File: src/rtl/inc_pkg.sv
package inc_pkg;
  typedef enum logic [2:0] {
    OP_EN_SET = 3'd0,
    OP_EN_CLR = 3'd1,
    OP_PD_SET = 3'd2,
    OP_PD_CLR = 3'd3,
    OP_ACT_RD = 3'd4
  } reg_op_e;
endpackage

File: src/rtl/inc_line_bank.sv
module inc_line_bank #(
  parameter int N_IRQ  = 8,
  parameter int PRIO_W = 8
) (
  input  logic                    clk,
  input  logic                    rst_n,
  input  logic [N_IRQ-1:0]        irq_in,
  input  logic [N_IRQ-1:0]        en_set,
  input  logic [N_IRQ-1:0]        en_clr,
  input  logic [N_IRQ-1:0]        pd_set,
  input  logic [N_IRQ-1:0]        pd_clr,
  input  logic [N_IRQ-1:0]        prio_we,
  input  logic [PRIO_W-1:0]       prio_wdata,
  input  logic [N_IRQ-1:0]        take_oh,
  input  logic [N_IRQ-1:0]        drop_oh,
  input  logic [N_IRQ-1:0]        repend_oh,
  output logic [N_IRQ-1:0]        en_q,
  output logic [N_IRQ-1:0]        pend_q,
  output logic [N_IRQ-1:0]        act_q,
  output logic [N_IRQ*PRIO_W-1:0] prio_flat
);
  for (genvar g = 0; g < N_IRQ; g++) begin : g_line
    logic              irq_d, en_r, pd_r, act_r;
    logic              en_n, pd_n, act_n, rise;
    logic [PRIO_W-1:0] pr_r, pr_n;

    always_comb begin
      rise  = irq_in[g] & ~irq_d;
      en_n  = en_r;
      if (en_set[g])      en_n = 1'b1;
      else if (en_clr[g]) en_n = 1'b0;
      pd_n  = pd_r;
      if (take_oh[g])                         pd_n = 1'b0;
      if (repend_oh[g] || rise || pd_set[g])  pd_n = 1'b1;
      if (pd_clr[g])                          pd_n = 1'b0;
      act_n = act_r;
      if (drop_oh[g] || repend_oh[g]) act_n = 1'b0;
      if (take_oh[g])                 act_n = 1'b1;
      pr_n  = prio_we[g] ? prio_wdata : pr_r;
    end

    always_ff @(posedge clk or negedge rst_n) begin
      if (!rst_n) begin
        irq_d <= 1'b0;
        en_r  <= 1'b0;
        pd_r  <= 1'b0;
        act_r <= 1'b0;
        pr_r  <= '0;
      end else begin
        irq_d <= irq_in[g];
        en_r  <= en_n;
        pd_r  <= pd_n;
        act_r <= act_n;
        pr_r  <= pr_n;
      end
    end

    assign en_q[g]                     = en_r;
    assign pend_q[g]                   = pd_r;
    assign act_q[g]                    = act_r;
    assign prio_flat[g*PRIO_W +: PRIO_W] = pr_r;
  end
endmodule

File: src/rtl/inc_arbiter.sv
module inc_arbiter #(
  parameter int N_IRQ  = 8,
  parameter int PRIO_W = 8,
  parameter int IDW    = 4,
  parameter int EW     = PRIO_W + 1
) (
  input  logic [N_IRQ-1:0]        cand,
  input  logic [N_IRQ*PRIO_W-1:0] prio_flat,
  input  logic                    nmi_cand,
  output logic                    win_valid,
  output logic [IDW-1:0]          win_id,
  output logic [EW-1:0]           win_eff
);
  always_comb begin
    win_valid = 1'b0;
    win_id    = '0;
    win_eff   = '1;
    for (int i = 0; i < N_IRQ; i++) begin
      if (cand[i] && (!win_valid ||
          ({1'b0, prio_flat[i*PRIO_W +: PRIO_W]} + EW'(1)) < win_eff)) begin
        win_valid = 1'b1;
        win_id    = IDW'(i);
        win_eff   = {1'b0, prio_flat[i*PRIO_W +: PRIO_W]} + EW'(1);
      end
    end
    if (nmi_cand) begin
      win_valid = 1'b1;
      win_id    = IDW'(N_IRQ);
      win_eff   = '0;
    end
  end
endmodule

File: src/rtl/inc_nest_stack.sv
module inc_nest_stack #(
  parameter int DEPTH = 9,
  parameter int EW    = 9,
  parameter int IDW   = 4,
  parameter int THR_ID = 9
) (
  input  logic                       clk,
  input  logic                       rst_n,
  input  logic                       push,
  input  logic                       pop,
  input  logic [EW-1:0]              push_exec,
  input  logic [IDW-1:0]             push_id,
  output logic [EW-1:0]              top_exec,
  output logic [IDW-1:0]             top_id,
  output logic [$clog2(DEPTH+1)-1:0] depth
);
  localparam int SPW = $clog2(DEPTH+1);

  logic [EW-1:0]  exec_mem [DEPTH];
  logic [IDW-1:0] id_mem   [DEPTH];
  logic [SPW-1:0] sp_r, sp_n;

  always_comb begin
    sp_n = sp_r;
    if (push && sp_r < SPW'(DEPTH)) sp_n = sp_r + SPW'(1);
    else if (pop && sp_r != '0)     sp_n = sp_r - SPW'(1);
  end

  always_ff @(posedge clk or negedge rst_n) begin
    if (!rst_n) sp_r <= '0;
    else        sp_r <= sp_n;
  end

  always_ff @(posedge clk) begin
    for (int i = 0; i < DEPTH; i++) begin
      if (push && sp_r == SPW'(i)) begin
        exec_mem[i] <= push_exec;
        id_mem[i]   <= push_id;
      end
    end
  end

  always_comb begin
    top_exec = '1;
    top_id   = IDW'(THR_ID);
    for (int i = 0; i < DEPTH; i++) begin
      if (sp_r == SPW'(i + 1)) begin
        top_exec = exec_mem[i];
        top_id   = id_mem[i];
      end
    end
  end

  assign depth = sp_r;
endmodule

File: src/rtl/irq_nest_ctrl.sv
module irq_nest_ctrl #(
  parameter int N_IRQ     = 8,
  parameter int PRIO_W    = 8,
  parameter int STACK_CYC = 4,
  parameter int DATA_W    = 32,
  localparam int IDX_W    = $clog2(N_IRQ),
  localparam int SEL_W    = (IDX_W > 3) ? IDX_W : 3,
  localparam int ADDR_W   = SEL_W + 1,
  localparam int IDW      = $clog2(N_IRQ + 2),
  localparam int EW       = PRIO_W + 1
) (
  input  logic              clk,
  input  logic              rst_n,
  input  logic [N_IRQ-1:0]  irq_in,
  input  logic              nmi_in,
  input  logic              reg_wr,
  input  logic [ADDR_W-1:0] reg_addr,
  input  logic [DATA_W-1:0] reg_wdata,
  output logic [DATA_W-1:0] reg_rdata,
  output logic              take_req,
  output logic [IDW-1:0]    take_id,
  input  logic              take_ack,
  input  logic              ret_req,
  output logic              stacking,
  output logic              hdl_start,
  output logic [IDW-1:0]    hdl_id,
  output logic              hdl_chain,
  output logic [EW-1:0]     exec_prio
);
  import inc_pkg::*;

  localparam int DEPTH  = N_IRQ + 1;
  localparam int SPW    = $clog2(DEPTH + 1);
  localparam int CW     = $clog2(STACK_CYC + 1);
  localparam int NMI_ID = N_IRQ;
  localparam int THR_ID = N_IRQ + 1;

  // register port decode
  logic              ctrl_sel;
  reg_op_e           op;
  logic [N_IRQ-1:0]  en_set, en_clr, pd_set, pd_clr, prio_we;
  logic [N_IRQ-1:0]  line_en, line_pend, line_act;
  logic [N_IRQ*PRIO_W-1:0] prio_flat;

  always_comb begin
    ctrl_sel = ~reg_addr[ADDR_W-1];
    op       = reg_op_e'(reg_addr[2:0]);
    en_set   = '0;
    en_clr   = '0;
    pd_set   = '0;
    pd_clr   = '0;
    if (reg_wr && ctrl_sel) begin
      case (op)
        OP_EN_SET: en_set = reg_wdata[N_IRQ-1:0];
        OP_EN_CLR: en_clr = reg_wdata[N_IRQ-1:0];
        OP_PD_SET: pd_set = reg_wdata[N_IRQ-1:0];
        OP_PD_CLR: pd_clr = reg_wdata[N_IRQ-1:0];
        default:   ;
      endcase
    end
    for (int i = 0; i < N_IRQ; i++)
      prio_we[i] = reg_wr && !ctrl_sel && (reg_addr[SEL_W-1:0] == SEL_W'(i));
  end

  always_comb begin
    reg_rdata = '0;
    if (ctrl_sel) begin
      case (op)
        OP_EN_SET, OP_EN_CLR: reg_rdata[N_IRQ-1:0] = line_en;
        OP_PD_SET, OP_PD_CLR: reg_rdata[N_IRQ-1:0] = line_pend;
        OP_ACT_RD:            reg_rdata[N_IRQ-1:0] = line_act;
        default:              ;
      endcase
    end else begin
      for (int i = 0; i < N_IRQ; i++)
        if (reg_addr[SEL_W-1:0] == SEL_W'(i))
          reg_rdata[PRIO_W-1:0] = prio_flat[i*PRIO_W +: PRIO_W];
    end
  end

  // control state
  logic [CW-1:0]  cnt_r, cnt_n;
  logic [EW-1:0]  cur_exec_r, cur_exec_n;
  logic [IDW-1:0] cur_id_r, cur_id_n;
  logic           nmi_d, nmi_pend_r, nmi_pend_n, nmi_act_r, nmi_act_n;
  logic           hs_r, hs_n, hch_r, hch_n;
  logic [IDW-1:0] hid_r;

  logic           win_valid;
  logic [IDW-1:0] win_id;
  logic [EW-1:0]  win_eff;
  logic [EW-1:0]  top_exec;
  logic [IDW-1:0] top_id;
  logic [SPW-1:0] depth;

  logic busy, ack, late, ret, chain, take_any, push, pop, nmi_rise;
  logic [N_IRQ-1:0] take_oh, drop_oh, repend_oh;

  always_comb begin
    busy     = (cnt_r != '0);
    take_req = win_valid && (win_eff < cur_exec_r) && !busy;
    ack      = take_req && take_ack && !ret_req;
    late     = busy && win_valid && (win_eff < cur_exec_r);
    ret      = ret_req && !busy && (depth != '0);
    chain    = ret && win_valid && (win_eff < top_exec);
    take_any = ack || late || chain;
    push     = ack;
    pop      = ret && !chain;
    nmi_rise = nmi_in && !nmi_d;

    for (int i = 0; i < N_IRQ; i++) begin
      take_oh[i]   = take_any && (win_id == IDW'(i));
      drop_oh[i]   = ret && (cur_id_r == IDW'(i));
      repend_oh[i] = late && (cur_id_r == IDW'(i));
    end

    nmi_pend_n = nmi_pend_r;
    if (take_any && win_id == IDW'(NMI_ID))                 nmi_pend_n = 1'b0;
    if (nmi_rise || (late && cur_id_r == IDW'(NMI_ID)))     nmi_pend_n = 1'b1;
    nmi_act_n = nmi_act_r;
    if ((ret || late) && cur_id_r == IDW'(NMI_ID))          nmi_act_n = 1'b0;
    if (take_any && win_id == IDW'(NMI_ID))                 nmi_act_n = 1'b1;

    cur_exec_n = cur_exec_r;
    cur_id_n   = cur_id_r;
    if (take_any) begin
      cur_exec_n = win_eff;
      cur_id_n   = win_id;
    end else if (pop) begin
      cur_exec_n = top_exec;
      cur_id_n   = top_id;
    end

    cnt_n = cnt_r;
    if (ack)       cnt_n = CW'(STACK_CYC);
    else if (busy) cnt_n = cnt_r - CW'(1);

    hs_n  = (busy && cnt_r == CW'(1)) || chain;
    hch_n = chain;
  end

  always_ff @(posedge clk or negedge rst_n) begin
    if (!rst_n) begin
      cnt_r      <= '0;
      cur_exec_r <= '1;
      cur_id_r   <= IDW'(THR_ID);
      nmi_d      <= 1'b0;
      nmi_pend_r <= 1'b0;
      nmi_act_r  <= 1'b0;
      hs_r       <= 1'b0;
      hch_r      <= 1'b0;
      hid_r      <= '0;
    end else begin
      cnt_r      <= cnt_n;
      cur_exec_r <= cur_exec_n;
      cur_id_r   <= cur_id_n;
      nmi_d      <= nmi_in;
      nmi_pend_r <= nmi_pend_n;
      nmi_act_r  <= nmi_act_n;
      hs_r       <= hs_n;
      hch_r      <= hch_n;
      if (hs_n) hid_r <= cur_id_n;
    end
  end

  inc_line_bank #(.N_IRQ(N_IRQ), .PRIO_W(PRIO_W)) u_lines (
    .clk(clk), .rst_n(rst_n), .irq_in(irq_in),
    .en_set(en_set), .en_clr(en_clr), .pd_set(pd_set), .pd_clr(pd_clr),
    .prio_we(prio_we), .prio_wdata(reg_wdata[PRIO_W-1:0]),
    .take_oh(take_oh), .drop_oh(drop_oh), .repend_oh(repend_oh),
    .en_q(line_en), .pend_q(line_pend), .act_q(line_act), .prio_flat(prio_flat)
  );

  inc_arbiter #(.N_IRQ(N_IRQ), .PRIO_W(PRIO_W), .IDW(IDW), .EW(EW)) u_arb (
    .cand(line_pend & line_en), .prio_flat(prio_flat), .nmi_cand(nmi_pend_r),
    .win_valid(win_valid), .win_id(win_id), .win_eff(win_eff)
  );

  inc_nest_stack #(.DEPTH(DEPTH), .EW(EW), .IDW(IDW), .THR_ID(THR_ID)) u_stack (
    .clk(clk), .rst_n(rst_n), .push(push), .pop(pop),
    .push_exec(cur_exec_r), .push_id(cur_id_r),
    .top_exec(top_exec), .top_id(top_id), .depth(depth)
  );

  assign take_id   = win_id;
  assign stacking  = busy;
  assign hdl_start = hs_r;
  assign hdl_chain = hch_r;
  assign hdl_id    = hid_r;
  assign exec_prio = cur_exec_r;
endmodule

File: config.mk
export PLATFORM = sky130hd
export DESIGN_NAME = irq_nest_ctrl
export DESIGN_NICKNAME = d
export VERILOG_FILES = /design/src/rtl/inc_pkg.sv /design/src/rtl/inc_line_bank.sv /design/src/rtl/inc_arbiter.sv /design/src/rtl/inc_nest_stack.sv /design/src/rtl/irq_nest_ctrl.sv
export SDC_FILE = /design/constraint.sdc
export NUM_CORES = 1
export LEC_CHECK = 0
export ABC_AREA = 1
export BUFFER_PORTS_ARGS = -buffer_cell sky130_fd_sc_hd__buf_2
export CAP_MARGIN = 20
export CORE_UTILIZATION = 30
export CTS_BUF_LIST = sky130_fd_sc_hd__clkbuf_16
export DETAILED_ROUTE_END_ITERATION = 6
export PLACE_DENSITY = 0.47
export SYNTH_ARGS = -nofsm -noshare
export SYNTH_HDL_FRONTEND = slang
export SYNTH_SLANG_ARGS = --single-unit
File: constraint.sdc
create_clock -name clk -period 36.4 [get_ports clk]
set_clock_uncertainty 0.2 [all_clocks]
set_input_delay 1.82 -clock clk [delete_from_list [all_inputs] [get_ports clk]]
set_output_delay 1.82 -clock clk [all_outputs]
set_load 0.02 [all_outputs]
# [After elaboration in Yosys (flattened, before gate mapping)]
# Memory sizes are Yosys's and may differ from the RTL's.
# Cells that the tools add are included.
[op_classes] eq_ne=33 magnitude_cmp=10 n_reduce_logical=165 mux=194 addsub=11 bitwise_logic=18
[op_table] operator="9-bit two-way mux" n=28
[op_table] operator="4-bit two-way mux" n=38
[op_table] operator="8-bit two-way mux" n=17
[op_table] operator="1-bit two-way mux" n=102
[op_table] operator="9-bit less-than comparator" n=9
[op_table] operator="8-bit by 1-bit adder with 9-bit output, second input constant" n=8
[op_table] operator="9-bit OR reduction" n=8
[op_table] operator="1-bit logical AND" n=67
[op_table] operator="4-bit by 3-bit == test with 1-bit output, second input constant" n=12
[op_table] operator="2-bit nonzero test" n=20
[op_table] operator="1-bit logical OR" n=35
[op_table] operator="4-bit OR reduction" n=8
[op_table] operator="3-bit nonzero test" n=9
[op_table] operator="4-bit by 2-bit == test with 1-bit output, second input constant" n=6
[op_table] operator="8-bit case mux with 3 select lines" n=1
[op_table] operator="3-bit two-way mux" n=6
[op_table] operator="4-bit == test, second input constant" n=4
[op_table] operator="3-bit == test, second input constant" n=4
[op_table] operator="4-bit by 1-bit == test with 1-bit output, second input constant" n=3
[op_table] operator="4-bit zero test" n=3
[op_table] operator="1-bit zero test" n=11
[op_table] operator="1-bit NOT" n=9
[op_table] operator="1-bit bitwise AND" n=8
[op_table] operator="8-bit bitwise AND" n=1
[op_table] operator="other kinds (10)" n=14
[totals] ff_bits=124 mem_bits_rw=117 wordCells=482 output_inout_bits=53 in_bits=50 memories=2
[memory_table] name="u_stack.exec_mem" depth=9 width=9 rd=9 rd_clocked_by_memory_dff=0 write_ports=1 line_no="inc_nest_stack.sv:19" source="logic [EW-1:0] exec_mem [DEPTH];"
[memory_table] name="u_stack.id_mem" depth=9 width=4 rd=9 rd_clocked_by_memory_dff=0 write_ports=1 line_no="inc_nest_stack.sv:20" source="logic [IDW-1:0] id_mem [DEPTH];"

# [Longest topological paths before layout]
# Gate-level depths: netlist of the first run.
[depth] depth_word=48 depth_mapped=101 mapped_depth_nobuf=93

# [Modules after synthesis]
# From an unflattened synthesis of the first run, not the netlist that was laid out.
[unflattened] hier_cells=1991 hier_area_um2=15569.9
[by_module_without_submodules] mod="inc_nest_stack" cells_each=474 area_each_um2=5226.3 seq_area_each_um2=3613.5 n_inst=1
[by_module_without_submodules] mod="inc_line_bank" cells_each=440 area_each_um2=3978.8 seq_area_each_um2=2402.3 n_inst=1
[by_module_without_submodules] mod="inc_arbiter" cells_each=557 area_each_um2=3244.4 seq_area_each_um2=0.0 n_inst=1
[by_module_without_submodules] mod="irq_nest_ctrl" cells_each=520 area_each_um2=3120.5 seq_area_each_um2=614.3 n_inst=1

# [Worst setup path after synthesis of the first run]
# No wires, ideal clock.
[synth_timing] path_kind="reg-to-output" from="register u_lines.g_line[0].pr_r[2]" to="output take_req" stages_incl_launch_ff=85 n_path_buf=8 slack_ns=22.120 t_required_ns=34.380 t_arrival_ns=12.260 path_cell_list="dfrtp_1 > inv_1 > nor3_1 > inv_1 > nor2_1 > inv_1 > nor4_1 > nor3_1 > ha_1 > nand2_1 > nor2_1 > nand3_1 > nand3_1 > nand2_2 > nand2_4 > clkbuf_1 > o21ai_0 > ha_1 > (+49 left out) > inv_1 > nand3_1 > a31oi_1 > a2111oi_0 > nand2_1 > nand2_1 > nand2_1 > buf_2 > buf_2 > a21oi_1 > ha_1 > a21oi_1 > o21ai_0 > nand3_1 > a21oi_1 > a2111oi_0 > nand3_1 > inv_1"
[synth_between] elab_chain_len=34 word_cells_on_any_way=48 cone_classes="1 x add/sub; 8 x order compare; 17 x mux; 22 x reduce/logical"
[synth_lines] element="start: declaration" line_no="inc_line_bank.sv:25" source="logic [PRIO_W-1:0] pr_r, pr_n;"
[synth_lines] element="start signal: assignment" line_no="inc_line_bank.sv:54" source="pr_r <= pr_n;"
[synth_lines] element="8-bit by 1-bit adder with 9-bit output *" line_no="inc_arbiter.sv:23" source="win_eff = {1'b0, prio_flat[i*PRIO_W +: PRIO_W]} + EW'(1);"
[synth_lines] element="9-bit two-way mux *" line_no="inc_arbiter.sv:19" source="if (cand[i] && (!win_valid ||"
[synth_lines] element="9-bit less-than comparator" line_no="inc_arbiter.sv:20" source="({1'b0, prio_flat[i*PRIO_W +: PRIO_W]} + EW'(1)) < win_eff)) begin"
[synth_lines] element="1-bit logical OR" line_no="inc_arbiter.sv:19"
[synth_lines] element="1-bit logical AND" line_no="inc_arbiter.sv:19"
[synth_lines] element="9-bit two-way mux or 1-bit two-way mux (tied branches)" line_no="inc_arbiter.sv:19"
[synth_lines] element="9-bit less-than comparator or 1-bit zero test (tied branches)" line_no="inc_arbiter.sv:20, inc_arbiter.sv:19"
[synth_lines] element="1-bit logical OR" line_no="inc_arbiter.sv:19"
[synth_lines] element="(+17 left out)"
[synth_lines] element="9-bit two-way mux or 1-bit two-way mux (tied branches)" line_no="inc_arbiter.sv:19"
[synth_lines] element="9-bit less-than comparator or 1-bit zero test (tied branches)" line_no="inc_arbiter.sv:20, inc_arbiter.sv:19"
[synth_lines] element="1-bit logical OR" line_no="inc_arbiter.sv:19"
[synth_lines] element="1-bit logical AND" line_no="inc_arbiter.sv:19"
[synth_lines] element="9-bit two-way mux" line_no="inc_arbiter.sv:19"
[synth_lines] element="9-bit two-way mux" line_no="inc_arbiter.sv:26" source="if (nmi_cand) begin"
[synth_lines] element="9-bit less-than comparator" line_no="irq_nest_ctrl.sv:101" source="take_req = win_valid && (win_eff < cur_exec_r) && !busy;"
[synth_lines] element="1-bit logical AND * (2 in series)" line_no="irq_nest_ctrl.sv:101"
[synth_lines] element="end: declaration" line_no="irq_nest_ctrl.sv:20" source="output logic take_req,"
# Mark *: on every way between the ends. The rest lies on a longest branch, timed or not.

# [Worst setup path in the final report of the first run]
# Same ends and word-level chain as after synthesis.

==> impl_metrics.ini, run 1 <==
[detailed_routing]
drt_first_pass_iters = 7
drt_iter0_markers = 686
via_count = 11700
wl_mm = 41.1
drc = 2
antenna_left = 0
vias_per_cell = 4.94
avgRoutedWirePerCell_um = 17.3

[power]
powerDensity_nw_per_um2 = 88.4
ir_worst_vdd_uv = 65.7
p_leak_nw = 7.12
power_mw = 1.42

[placement]
gp_congestion = 0.889
dp_hpwl_mm = 31.8
dpl_cell_area_um2 = 15100
io_buffers = 54

[synth]
yosysUniqueCellTypes = 48
syn_inst = 1693
synth_edf_count = 117
yosys_warnings = 0
syn_area_um2 = 14300
ys_ff_latch = 241
ys_seq_area_share_pct = 46.4
synthFlopType = edfxtp_1
avgSynthCellArea_um2 = 8.43
synthArstFlopShare_pct = 51.5

[clocking]
htreeDepth = 1
cts-resized-gates = 0
cts.sinks = 241
cts_tree = built
cts_buffers = 29
clk_latency_ps = 570
postCtsSetupRepairBufs = 0
cts_root_buffer = clkbuf_16
cts_hold_buf = 0
clk_pin_slew_ps = 60
clk_path_buf_depth = 3

[finish]
final_cell_mix = nand2_1, inv_1, o21ai_0, edfxtp_1, nor2_1
syn2layout_area_growth_pct = 12.5
nets = 1882
drive_gt1_share_pct = 8.61
diodes = 0
final_area_um2 = 16100
final_common_cell = nand2_1

[global_routing]
grt-ovfl-total = 0
antenna_found_initial = 0
grt_usage_pct = 17.1
grt_pass1_wl_mm = 64.2
grt_pass1_vias = 11300
grt_max_degree = 65

[floorplan]
core-area_um2 = 46800
die_h_um = 220
chipWidth_um = 220
ios = 103
rows = 79
dieArea_um2 = 48500
start_util_pct = 30.5

[critical_path]
worstPathArrival_ps = 14970
critPathCaptureType = primary output
worstSetupStartpointType = flop
path_common_cell = nand2_1
crit_type = flop to primary output
critical_path.max_stage_delay_ps = 550
slowest_stage = a2111oi_0
critPathMaxFanout = 20
crit_required_ps = 34380

[worst_hold_path]
hold_class = flop to flop

[timing]
max_clock_freq_ghz = 0.0588
period_minus_slack_ps = 16990
finalSetupTns_ps = 0
tightest_slew_ps = 1120
max-slew-margin-rel_pct = 25.3
maxSlewViolCount = 0
period_share_pct = 46.7
finalHoldViolations = 0
setup_viol = 0
rsz0062_at_grt = no

[outcome]
violations = design-rule violations
outcome = complete, but fails checks

[job]
drv_cap = 0
[cell families after synthesis]
kind of cell | synth area share [%]
and+or+nand+nor | 21.3
AOI/OAI and AO/OA | 14.6
buffers and inverters | 7.82
DFF | 46.4
adders and majority gates | 7.71
xor gates and xnor gates | 2.15
other | 0.0263
[power breakdown]
part           switching (mW)  total (mW)  internal, mW
Sequential             0.0623       0.417         0.354
Clock                   0.113       0.278         0.164
Combinational           0.485       0.725         0.240
Total                   0.661        1.42         0.759
[cells in the mapped netlist, types with 2 or more instances]
cell / count / area, um^2
a2111oi_0: 5 / 43.8
a211oi_1: 10 / 75.1
a21oi_1: 62 / 310
a221oi_1: 9 / 78.8
a22o_1: 2 / 17.5
a22oi_1: 8 / 60.1
a31oi_1: 21 / 131
a32o_1: 5 / 50.1
a32oi_1: 9 / 78.8
and2_1: 4 / 25.0
buf_2: 4 / 20.0
buf_4: 25 / 188
buf_6: 4 / 45.0
clkbuf_1: 43 / 161
clkinv_1: 2 / 7.51
dfrtp_1: 113 / 2830
dfstp_2: 11 / 289
edfxtp_1: 117 / 3510
ha_1: 88 / 1100
inv_1: 184 / 691
nand2_1: 389 / 1460
nand2_2: 13 / 81.3
nand2_4: 7 / 78.8
nand3_1: 106 / 531
nand3b_1: 3 / 22.5
nand4_1: 16 / 100
nor2_1: 116 / 435
nor3_1: 36 / 180
nor3b_1: 3 / 22.5
nor4_1: 5 / 31.3
o2111ai_1: 2 / 17.5
o211ai_1: 7 / 52.6
o21a_1: 5 / 37.5
o21ai_0: 194 / 971
o221ai_1: 14 / 123
o22ai_1: 2 / 12.5
or2_0: 5 / 31.3
xnor2_1: 2 / 17.5
xor2_1: 33 / 289
[critical path, delay by kind of cell, from the launching register on]
family,cells,cell delay (ps)
and+or+nand+nor,34,4050
adders and majority gates,8,2510
DFF,1,410
AOI/OAI and AO/OA,29,6320
buffers and inverters,10,1100
[state kept, by name (all words and copies together), names as in the netlist, 8 cells and up]
register	count
exec_prio	9
u_lines.g_line.act_r	8
u_lines.g_line.en_r	8
u_lines.g_line.irq_d	8
u_lines.g_line.pd_r	8
u_lines.g_line.pr_r	64
u_stack.exec_mem	81
u_stack.id_mem	36
[layout make-up]
class	instances	area, um^2
clock inverter	24	183
inverter	187	702
tap	607	759
sequential	241	6630
fill	4927	30700
multi-input combinational	1212	6630
clock buffer	29	726
timing repair buffer	73	427
[per-stage QoR]
step | std cells | setup WS (ps) | hold WS, ps | util, %
3_5_place_dp | 2320 | 20020 | 273 | 32.4
5_1_grt | 2373 | 17950 | 310 | 34.3
3_3_place_gp | 2317 | 19920 | 270 | 32.3
2_1_floorplan | 1716 | 22120 | 268 | -
6_report | 2373 | 19410 | 281 | 34.3
4_1_cts | 2373 | 19310 | 288 | 34.3
[routing by layer]
metal | track usage [%] | vias up | routed length, um
met3 | 1.99 | 64 | 1530
met5 | 0 | - | 0
met2 | 28.2 | 237 | 19000
met4 | 5.13 | 0 | 1240
met1 | 23.4 | 5573 | 19400
li1 | - | 5859 | -
[final timing paths]
check	slack [ps]	start	end	cells after the start
setup / recovery	19410	u_lines.g_line[0].pr_r[2]	take_req	81
hold / removal	280	hdl_id[0]	hdl_id[0]	2
hold reg to reg	280	hdl_id[0]	hdl_id[0]	2
min in group asynchronous	1020	rst_n	u_lines.g_line[2].en_r	1
setup reg to reg	20070	u_lines.g_line[0].pr_r[2]	u_stack.exec_mem[5][4]	80
max in group asynchronous	33690	rst_n	cnt_r[2]	2
Note: power is estimated with default switching activity, not from simulation.
==> run 2: changes to the inputs <==
--- a/config.mk
+++ b/config.mk
@@ -5,7 +5,7 @@
 export SDC_FILE = /design/constraint.sdc
 export NUM_CORES = 1
 export LEC_CHECK = 0
-export ABC_AREA = 1
+export ABC_AREA = 0
 export BUFFER_PORTS_ARGS = -buffer_cell sky130_fd_sc_hd__buf_2
 export CAP_MARGIN = 20
 export CORE_UTILIZATION = 30
==> constraint.sdc (replaced) <==
create_clock -name clk -period 17.7 [get_ports clk]
set_clock_uncertainty 0.2 [all_clocks]
set_input_delay 0.885 -clock clk [delete_from_list [all_inputs] [get_ports clk]]
set_output_delay 0.885 -clock clk [all_outputs]
set_load 0.02 [all_outputs]
==> run 2 against run 1 <==
The run now ends clean. Global-route usage is 0.89 points higher. Die area is 4.4% higher. Via count is 0.15% lower. Clock power is 100% higher. Sequential share of layout area is 4.1 points lower. Critical path type unchanged. Largest cell class unchanged. Highest routed layer unchanged.
==> impl_metrics.ini, run 2 <==
[critical_path]
worstPathArrival_ps = 15780
crit_type = flop to primary output
critPathCaptureType = primary output
worstSetupStartpointType = flop
critPathMaxFanout = 8
slowest_stage = o41a_1
critical_path.max_stage_delay_ps = 450
path_common_cell = buf_4
crit_required_ps = 16610

[synth]
yosysUniqueCellTypes = 83
syn_area_um2 = 14900
synthTopCellsByCount = edfxtp_1, dfrtp_1, nor2_1
synth_top_area_share_pct = 23.6
yosysTopAreaCell = edfxtp_1
syn_inst = 1461
avgSynthCellArea_um2 = 10.2
synth_edf_count = 117
ys_ff_latch = 241
yosys_warnings = 0
synthArstFlopShare_pct = 51.5
synthFlopType = edfxtp_1
ys_seq_area_share_pct = 44.5
ys_top_cells_by_area = edfxtp_1, dfrtp_1, ha_1
yosysMostFrequentCell = edfxtp_1

[finish]
fill_cells = 4958
syn2layout_area_growth_pct = 19.6
largest_reg_flops = 81
drive_gt1_share_pct = 23.7
diodes = 0
multiInputGateArea_um2 = 8070
nets = 1710
regArea_um2 = 6640
largest-register = u_stack.exec_mem
largestRegisters = u_stack.exec_mem: 81 flops, u_lines.g_line.pr_r: 64 flops, u_stack.id_mem: 36 flops
final_common_cell = edfxtp_1
final_cell_mix = edfxtp_1, dfrtp_1, nor2_1, a21oi_1, buf_4
fin_cells = 2259

[timing]
max_clock_freq_ghz = 0.0593
setup_viol = 0
finalHoldViolations = 0
period_minus_slack_ps = 16870
maxSlewViolCount = 0
tightest_slew_ps = 1020
max-slew-margin-rel_pct = 31.7
period_share_pct = 95.3
fin_ws_ps = 832

[global_routing]
grt_max_degree = 71
grt_pass1_vias = 11600
grt-ovfl-total = 0
grt_usage_pct = 18.0
antenna_found_initial = 0
grt_pass1_wl_mm = 70.0

[floorplan]
chipWidth_um = 225
die_h_um = 225
core-area_um2 = 49000
dieArea_um2 = 50600
rows = 81
start_util_pct = 30.4
ios = 103

[clocking]
cts_buffers = 29
cts.sinks = 241
clk_latency_ps = 580
cts_hold_buf = 0
cts_tree = built
cts_root_buffer = clkbuf_16
clk_path_buf_depth = 3
htreeDepth = 1
clk_pin_slew_ps = 60

[outcome]
outcome = completed

[detailed_routing]
drc = 0
vias_per_cell = 5.19
antenna_left = 0
drt_iter0_markers = 721
drt_first_pass_iters = 6
avgRoutedWirePerCell_um = 20.3
via_count = 11700
wl_mm = 45.8

[power]
powerDensity_nw_per_um2 = 218
p_leak_nw = 7.33
ir_worst_vdd_uv = 130

[placement]
gp_congestion = 0.860
placedCellCount = 2178
io_buffers = 54
dp_hpwl_mm = 34.1
dpl_worst_slack_ps = -119

[job]
drv_cap = 0

[worst_hold_path]
hold_class = primary input to async pin
-- run 2: final timing paths --
check                                                from                   endpoint  slack, ps  cells past startpoint
worst max register to register  u_lines.g_line[1].pr_r[1]                  hdl_id[0]       1310                     89
max in group asynchronous                           rst_n           u_stack.depth[0]      15850                      2
min in group clk                                irq_in[2]    u_lines.g_line[2].irq_d        220                      1
worst max-delay path            u_lines.g_line[1].pr_r[1]                   take_req        830                     83
worst min-delay path                                rst_n  u_lines.g_line[6].pr_r[7]         60                      1
worst min register to register                  hdl_id[2]                  hdl_id[2]        290                      1
-- run 2: per-stage QoR --
stage          power, mW  TNS, ps  utilization (%)  cell area [um^2]  hold slack [ps]
2_1_floorplan       2.28        0                -             15000              250
3_3_place_gp        3.03        0             33.2             16200              273
3_5_place_dp        3.05     -245             33.2             16200              289
4_1_cts             3.69        0             35.2             17200             66.0
5_1_grt             4.19    -59.0             36.4             17800             96.8
6_report            3.89        0             36.4             17800             64.1
-- run 2: kinds of logic (layout without fill, tap and decap cells) --
group | count (synthesis) | after routing | synth area share [%]
adders and majority gates | 88 | 88 | 7.39
other | 1 | 24 | 0.0252
xor gates and xnor gates | 48 | 48 | 2.82
buffers and inverters | 169 | 280 | 4.97
AOI/OAI and AO/OA | 403 | 403 | 17.9
muxes | 138 | 138 | 9.98
DFF | 241 | 241 | 44.5
and+or+nand+nor | 373 | 373 | 12.4
-- run 2: final cells by class --
type	instances	share of cell area (%)
Multi-Input combinational cell	1074	45.3
Sequential cell	241	37.2
Timing Repair Buffer	150	6.14
Tap cell	664	4.66
Clock buffer	29	4.07
Inverter	76	1.60
Clock inverter	25	0.997
-- run 2: per-layer routing --
metal  vias to the layer above  GRT usage (%)  wire length (um)
met5                         -              0                 0
met4                         0           5.92              1620
met3                        75           1.91              1570
met2                       246           31.2             22200
met1                      5768           23.3             20400
li1                       5626              -                 -
-- run 2: worst max-delay path, delay by kind of cell (launching register included) --
family,cells,cell delay [ps]
buffers and inverters,16,2220
multiplexers,5,1260
flip-flops,1,430
XOR/XNOR,1,210
AND/OR/NAND/NOR,18,2340
adder cells (fa/ha/maj),9,2240
AO/OA/AOI/OAI,34,6480
-- run 2: repair_timing --
action                                  4_1_cts  5_1_grt
setup buffers                                 6       22
gates resized for setup                      18       90
endpoints found under the setup margin      112      160
pin swaps                                     3       32
-- run 2: report_power, final --
| group | internal [mW] | total (mW) | switching (mW) |
|---|---|---|---|
| Sequential | 0.725 | 0.878 | 0.153 |
| Combinational | 1.08 | 2.44 | 1.36 |
| Clock | 0.327 | 0.567 | 0.241 |
| Total | 2.14 | 3.89 | 1.75 |
